### src/rtl/baud_gen_pkg.sv
// Package: shared widths and the prescale code decode for the baud generator.
// Assumes a 3-bit select code; any code outside the listed set decodes to 1.
package baud_gen_pkg;

    localparam int SEL_W   = 3;
    localparam int PRE_W   = 3;   // wide enough for ratios up to 7

    // Map a prescale select code to its divide ratio.
    function automatic logic [PRE_W-1:0] code_to_ratio(input logic [SEL_W-1:0] code);
        logic [PRE_W-1:0] r;
        case (code)
            3'd0:    r = 3'd6;
            3'd1:    r = 3'd5;
            3'd2:    r = 3'd4;
            3'd3:    r = 3'd3;
            3'd4:    r = 3'd2;
            3'd5:    r = 3'd1;
            3'd6:    r = 3'd7;
            default: r = 3'd1;   // reserved code
        endcase
        return r;
    endfunction

endpackage

### src/rtl/bg_cfg_watch.sv
// Module: bg_cfg_watch
// Remembers the configuration seen at the last clock edge and flags a restart
// whenever the present configuration differs from it. Assumes inputs are
// synchronous to clk. After reset the remembered value is zero, so any
// non-zero configuration forces one clean restart.
module bg_cfg_watch #(
    parameter int CFG_W = 52
) (
    input  logic             clk,
    input  logic             rst_n,
    input  logic [CFG_W-1:0] cfg,
    output logic             restart
);

    logic [CFG_W-1:0] cfg_q;

    // Hold the configuration from the previous edge.
    always_ff @(posedge clk) begin
        if (!rst_n) cfg_q <= '0;
        else        cfg_q <= cfg;
    end

    // Flag any difference as a restart request.
    always_comb restart = (cfg != cfg_q);

endmodule

### src/rtl/bg_prescaler.sv
// Module: bg_prescaler
// Divides the clock by a ratio from 1 to 2**PRE_W-1 and emits a one-cycle
// registered enable each period. Assumes ratio >= 1. A clear or a low run
// input returns the counter to zero with no pulse.
module bg_prescaler #(
    parameter int PRE_W = 3
) (
    input  logic             clk,
    input  logic             rst_n,
    input  logic             run,
    input  logic             clear,
    input  logic [PRE_W-1:0] ratio,
    output logic             pulse
);

    logic [PRE_W-1:0] cnt;
    logic [PRE_W-1:0] last;

    // Terminal count of the divider.
    always_comb last = ratio - 1'b1;

    // Count clock cycles and pulse on the terminal count.
    always_ff @(posedge clk) begin
        if (!rst_n || clear || !run) begin
            cnt   <= '0;
            pulse <= 1'b0;
        end else if (cnt >= last) begin
            cnt   <= '0;
            pulse <= 1'b1;
        end else begin
            cnt   <= cnt + 1'b1;
            pulse <= 1'b0;
        end
    end

endmodule

### src/rtl/bg_rate_accum.sv
// Module: bg_rate_accum
// Fractional rate multiplier. On each step it adds inc to a running sum.
// When the sum reaches modulus it subtracts modulus and emits one tick.
// Assumes inc and modulus are at least 1. If inc exceeds modulus, every step
// ticks and the sum is held at zero.
module bg_rate_accum #(
    parameter int VAL_W = 17
) (
    input  logic             clk,
    input  logic             rst_n,
    input  logic             clear,
    input  logic             step,
    input  logic [VAL_W-1:0] inc,
    input  logic [VAL_W-1:0] modulus,
    output logic             tick
);

    localparam int SUM_W = VAL_W + 1;

    logic [VAL_W-1:0] acc;
    logic [SUM_W-1:0] sum;
    logic             over;
    logic             saturate;

    // Next sum and overflow decision.
    always_comb begin
        sum      = {1'b0, acc} + {1'b0, inc};
        over     = (sum >= {1'b0, modulus});
        saturate = (inc > modulus);
    end

    // Update the remainder and emit the tick on overflow.
    always_ff @(posedge clk) begin
        if (!rst_n || clear) begin
            acc  <= '0;
            tick <= 1'b0;
        end else if (step) begin
            if (saturate) begin
                acc  <= '0;
                tick <= 1'b1;
            end else if (over) begin
                acc  <= VAL_W'(sum - {1'b0, modulus});
                tick <= 1'b1;
            end else begin
                acc  <= VAL_W'(sum);
                tick <= 1'b0;
            end
        end else begin
            tick <= 1'b0;
        end
    end

endmodule

### src/rtl/bg_ms_timer.sv
// Module: bg_ms_timer
// Counts steps and pulses on every period-th step. Assumes steps are at most
// one per cycle. A period of zero disables the pulse.
module bg_ms_timer #(
    parameter int CNT_W = 16
) (
    input  logic             clk,
    input  logic             rst_n,
    input  logic             clear,
    input  logic             step,
    input  logic [CNT_W-1:0] period,
    output logic             tick
);

    logic [CNT_W-1:0] cnt;
    logic [CNT_W:0]   nxt;

    // Candidate count after this step.
    always_comb nxt = {1'b0, cnt} + 1'b1;

    // Count steps and pulse when the period is reached.
    always_ff @(posedge clk) begin
        if (!rst_n || clear || (period == '0)) begin
            cnt  <= '0;
            tick <= 1'b0;
        end else if (step) begin
            if (nxt >= {1'b0, period}) begin
                cnt  <= '0;
                tick <= 1'b1;
            end else begin
                cnt  <= nxt[CNT_W-1:0];
                tick <= 1'b0;
            end
        end else begin
            tick <= 1'b0;
        end
    end

endmodule

### src/rtl/frac_baud_gen.sv
// Module: frac_baud_gen
// Top of the fractional baud generator. A select code sets the reference
// prescaler. A fraction (num+1)/(den+1) scales the reference enables into
// 16x oversample ticks, and a counter derives a millisecond tick.
// Assumes all inputs are synchronous to clk. A change of any input except
// reset restarts every counter.
module frac_baud_gen
    import baud_gen_pkg::*;
#(
    parameter int RATE_W = 16,
    parameter int MS_W   = 16
) (
    input  logic              clk,
    input  logic              rst_n,
    input  logic              enable,
    input  logic [SEL_W-1:0]  div_sel,
    input  logic [RATE_W-1:0] rate_num,
    input  logic [RATE_W-1:0] rate_den,
    input  logic [MS_W-1:0]   ms_count,
    output logic              ovs_tick,
    output logic              ref_en,
    output logic              ms_tick
);

    localparam int CFG_W = 1 + SEL_W + 2*RATE_W + MS_W;
    localparam int VAL_W = RATE_W + 1;

    logic             restart;
    logic [PRE_W-1:0] ratio;
    logic [VAL_W-1:0] inc;
    logic [VAL_W-1:0] modulus;

    // Decode the ratio and restore the "minus one" register values.
    always_comb begin
        ratio   = code_to_ratio(div_sel);
        inc     = {1'b0, rate_num} + 1'b1;
        modulus = {1'b0, rate_den} + 1'b1;
    end

    bg_cfg_watch #(.CFG_W(CFG_W)) u_watch (
        .clk     (clk),
        .rst_n   (rst_n),
        .cfg     ({enable, div_sel, rate_num, rate_den, ms_count}),
        .restart (restart)
    );

    bg_prescaler #(.PRE_W(PRE_W)) u_pre (
        .clk   (clk),
        .rst_n (rst_n),
        .run   (enable),
        .clear (restart),
        .ratio (ratio),
        .pulse (ref_en)
    );

    bg_rate_accum #(.VAL_W(VAL_W)) u_acc (
        .clk     (clk),
        .rst_n   (rst_n),
        .clear   (restart || !enable),
        .step    (ref_en),
        .inc     (inc),
        .modulus (modulus),
        .tick    (ovs_tick)
    );

    bg_ms_timer #(.CNT_W(MS_W)) u_ms (
        .clk    (clk),
        .rst_n  (rst_n),
        .clear  (restart || !enable),
        .step   (ref_en),
        .period (ms_count),
        .tick   (ms_tick)
    );

endmodule

### config.mk
export PLATFORM = sky130hd
export DESIGN_NAME = frac_baud_gen
export DESIGN_NICKNAME = d
export VERILOG_FILES = /design/src/rtl/baud_gen_pkg.sv /design/src/rtl/bg_cfg_watch.sv /design/src/rtl/bg_prescaler.sv /design/src/rtl/bg_rate_accum.sv /design/src/rtl/bg_ms_timer.sv /design/src/rtl/frac_baud_gen.sv
export SDC_FILE = /design/constraint.sdc
export NUM_CORES = 1
export LEC_CHECK = 0
export BUFFER_PORTS_ARGS = -buffer_cell sky130_fd_sc_hd__buf_2
export CORE_MARGIN = 10
export CORE_UTILIZATION = 55
export CTS_CLUSTER_SIZE = 14
export DETAILED_ROUTE_END_ITERATION = 6
export PLACE_DENSITY_LB_ADDON = 0.1
export SKIP_LAST_GASP = 1
export SYNTH_ARGS = -nofsm -noshare
export SYNTH_HDL_FRONTEND = slang
export SYNTH_SLANG_ARGS = --single-unit
### constraint.sdc
create_clock -name clk -period 8.9 [get_ports clk]
set_input_delay 0.445 -clock clk [delete_from_list [all_inputs] [get_ports clk]]
set_output_delay 0.445 -clock clk [all_outputs]
set_load 0.05 [all_outputs]
==> summary.txt <==
Synth
  • Warnings from Yosys: 0
  • Synthesized area per cell: roughly 8.5 um^2
  • Post-synth net total: 950
  • Synth top area cells: dfxtp_1, ha_1, xor2_1
  • Post-synth top area share: 26.2%
  • Post-Syn Area: a little under 7000 um^2
  • Async set-reset flop share out of synthesis: 0%
  • Post-synth top area cell: dfxtp_1
  • Post-synth EDFFs: 0
  • Syn Inst Count: roughly 820
  • Ys flop type: dfxtp_1
  • Register bit count reported by yosys: between 90 and 100
  • Yosys cell types: 66
  • Seq/Total Area, Yosys: about a quarter

Global route
  • GRT overflow: 0
  • Largest net degree at the start of global routing: between 50 and 60
  • GRT Util Overall: 20.5%
  • Initial antenna violation count: 0
  • First-pass GRT wire length: 29,600 um
  • Vias in the first global route: ~5,800

Pwr
  • Worst IR Drop VDD: around 150 uV
  • PwrDens: between 100 and 150 nW/um^2
  • LEAKAGE: 3.36 nW

Timing
  • Final min period: about 5700 ps
  • Final setup viols: 0
  • Fin Clk Skew: roughly 7.3 ps
  • Unrepaired setup endpoints after global routing: no
  • Slew Limit Fails: 0
  • Fin Setup TNS: 0 ps
  • Fmax: 0.176 GHz
  • Max_slew headroom: roughly half
  • Hold Violations, Final: 0
  • Final Cycle Share: a little under two thirds
  • Measured slew at the worst slew-check pin: between 700 and 800 ps

Detailed routing
  • DRC viols: 3
  • Routed len/inst: 17.9 um
  • Final ANT Viol Nets: 0
  • Via density: a little under 6
  • Top sig layer: met4
  • Initial DRC count: 717
  • Final wirelength: between 15,000 and 20,000 um
  • Via count: 6,100
  • DR WL met2: around 8000 um
  • Metal-1 WL: just under 9000 um
  • DR WL met3: between 1000 and 1500 um
  • Drt first pass iters: 7

Setup path
  • Critical path peak fanout: 16
  • Element type at the critical path start: input pin
  • Worst R2R Setup Slack: roughly 3900 ps
  • Crit path capture type: register
  • Req. time, crit path: 9150 ps
  • R2R cell count: 15
  • CP Class: input pin to register
  • Worst Path Arrival: 5940 ps
  • End of the worst register-to-register path: u_acc.acc[15]
  • Reg-to-Reg Start: u_acc.acc[0]

Finish
  • Syn-to-layout area delta: 9.84%
  • Inserted Diodes: 0
  • Final nets: ~1,000
  • Fillers: approximately 1,100
  • Finished Cell Area: ~7600 um^2
  • Layout cells sized above 1: under 10%

Floorplan
  • I/O pin count: 57
  • Core area: between 10,000 and 15,000 um^2
  • Chip height: between 100 and 150 um
  • Die width: between 100 and 150 um
  • Initial Util: a little under three fifths
  • Die area: roughly 18,000 um^2
  • # rows: 40

Worst hold path
  • Hold WC Path Type: input pin to register
  • Worst Hold Path EP: u_watch.cfg_q[51]
  • Hold Crit Depth: 2
  • Hold Crit Start: enable

Placed design
  • IO buf count: 56
  • DP HPWL: between 10,000 and 15,000 um
  • Gpl congestion: just under 0.9
  • Placed cell area: between 7000 and 8000 um^2

Clock tree
  • Clock buffer depth: 2
  • # H-tree levels: 3
  • Post-CTS setup buffer count: 0
  • Resized cells post-CTS: 0
  • Sink Count: just over 90
  • TritonCTS clock tree: built
  • Clock latency on the worst-skew pair: about 360 ps
  • Clock transition at path regs: 70 ps
  • Total CTS buffers: 9
  • Hold-fix buffers at CTS: 0
  • CTS root buffer: clkbuf_16

Job
  • Max capacitance violation total: 0

Run status
  • Failing checks: DRC
  • Status: complete, but fails checks
layout by cell type (no fill, tap or decap), types with 10 or more instances in the layout:
master   Yosys  routed
nand4_1     17      17
nor3_1      14      14
nand3_1     46      46
a21oi_1     39      39
inv_1       33      33
nand2_1     54      54
dfxtp_1     91      91
and3_1      17      17
and2_1      57      57
ha_1        77      77
o21ai_0     35      35
nor4_1      19      19
a21o_1      14      14
mux2i_1     10      10
xnor2_1     43      43
buf_2        1      56
nor2_1      35      35
xor2_1      82      82
layer usage:
layer / up-vias / global-route usage, %
met2: 221 / 31.6
met1: 2849 / 28.0
met5: - / 0
met3: 22 / 4.92
met4: 0 / 4.77
li1: 3008 / -
logic make-up (layout without fill, tap and decap cells):
kind of cell / Yosys count / after routing / synth area share (%)
flops: 91 / 91 / 26.2
simple gates: 294 / 294 / 22.9
mux: 12 / 12 / 1.77
xor+xnor: 125 / 125 / 15.8
fa+ha+maj: 79 / 79 / 14.5
buf+inv: 58 / 107 / 3.42
compound gates: 158 / 158 / 15.4
where the power goes:
| part | internal [mW] | switching (mW) |
|---|---|---|
| clock network | 0.208 | 0.178 |
| registers | 0.420 | 0.00526 |
| logic | 0.0967 | 0.137 |
| total | 0.725 | 0.321 |
cell usage after synthesis, types with 3 or more instances:
| cell | count |
|---|---|
| mux2i_1 | 10 |
| nand2_1 | 54 |
| a21boi_0 | 3 |
| a311o_1 | 3 |
| nor3_1 | 14 |
| a21o_1 | 14 |
| nor2b_1 | 5 |
| dfxtp_1 | 91 |
| o31ai_1 | 4 |
| nand4_1 | 17 |
| a22o_1 | 7 |
| o21ai_0 | 35 |
| a31oi_1 | 7 |
| nand3_1 | 46 |
| xor2_1 | 82 |
| and2_1 | 57 |
| nor4_1 | 19 |
| a21oi_1 | 39 |
| nand3b_1 | 4 |
| and3_1 | 17 |
| inv_1 | 33 |
| xnor2_1 | 43 |
| o31a_1 | 3 |
| o21a_1 | 7 |
| nand2b_1 | 8 |
| nor2_1 | 35 |
| ha_1 | 77 |
| o211ai_1 | 3 |
| a211oi_1 | 9 |
| clkbuf_1 | 20 |
| o21bai_1 | 4 |
metrics by stage:
stage	worst slack (ps)	hold WS, ps	power (mW)	utilization [%]	std cells
after CTS	3330	332	1.05	62.7	1034
after global routing	2890	343	1.09	62.7	1034
after detailed placement	3010	460	0.665	60.3	1018
after global placement	3180	428	0.658	60.3	1018
final	3220	338	1.05	62.7	1034
after floorplan	4370	417	0.597	-	817
sequential cells by signal, summed over array words and instances (netlist names):
name,count
u_acc.acc,17
u_acc.tick,1
u_ms.cnt,16
u_ms.tick,1
u_pre.cnt,3
u_pre.pulse,1
u_watch.cfg_q,52
worst max-delay path, cell delays in order:
cell and delay, ps:
buf_2 250, ha_1 360, nand3_1 140, xnor2_1 230, ha_1 360, a2111oi_4 400, o21ai_0 250, a311o_1 450
a31oi_1 240, xnor2_1 120, ha_1 490, nand2_1 120, o21ai_0 350, a221oi_1 100, o21ai_0 420, or2_1 660
o21ai_0 230, a32o_1 300
cell type report:
class | count | area, um^2 | area share, %
sequential | 91 | 1820 | 23.9
clock inverter | 5 | 42.5 | 0.558
clock buffer | 11 | 253 | 3.31
inverter | 34 | 128 | 1.67
tap | 168 | 210 | 2.76
multi-input combinational | 668 | 4880 | 64.0
timing repair buffer | 57 | 288 | 3.77
worst max-delay path by stage:
stage / start / end / slack [ps]
detailed placement: rate_num[0] / u_acc.acc[15] / 3010
global route: rate_num[0] / u_acc.acc[15] / 2890
finish: rate_num[0] / u_acc.acc[15] / 3220
floorplan: rate_num[2] / u_acc.acc[0] / 4370
CTS: rate_num[0] / u_acc.acc[15] / 3330
global placement: rate_num[0] / u_acc.acc[15] / 3180
Note: power is estimated with default switching activity, not from simulation.
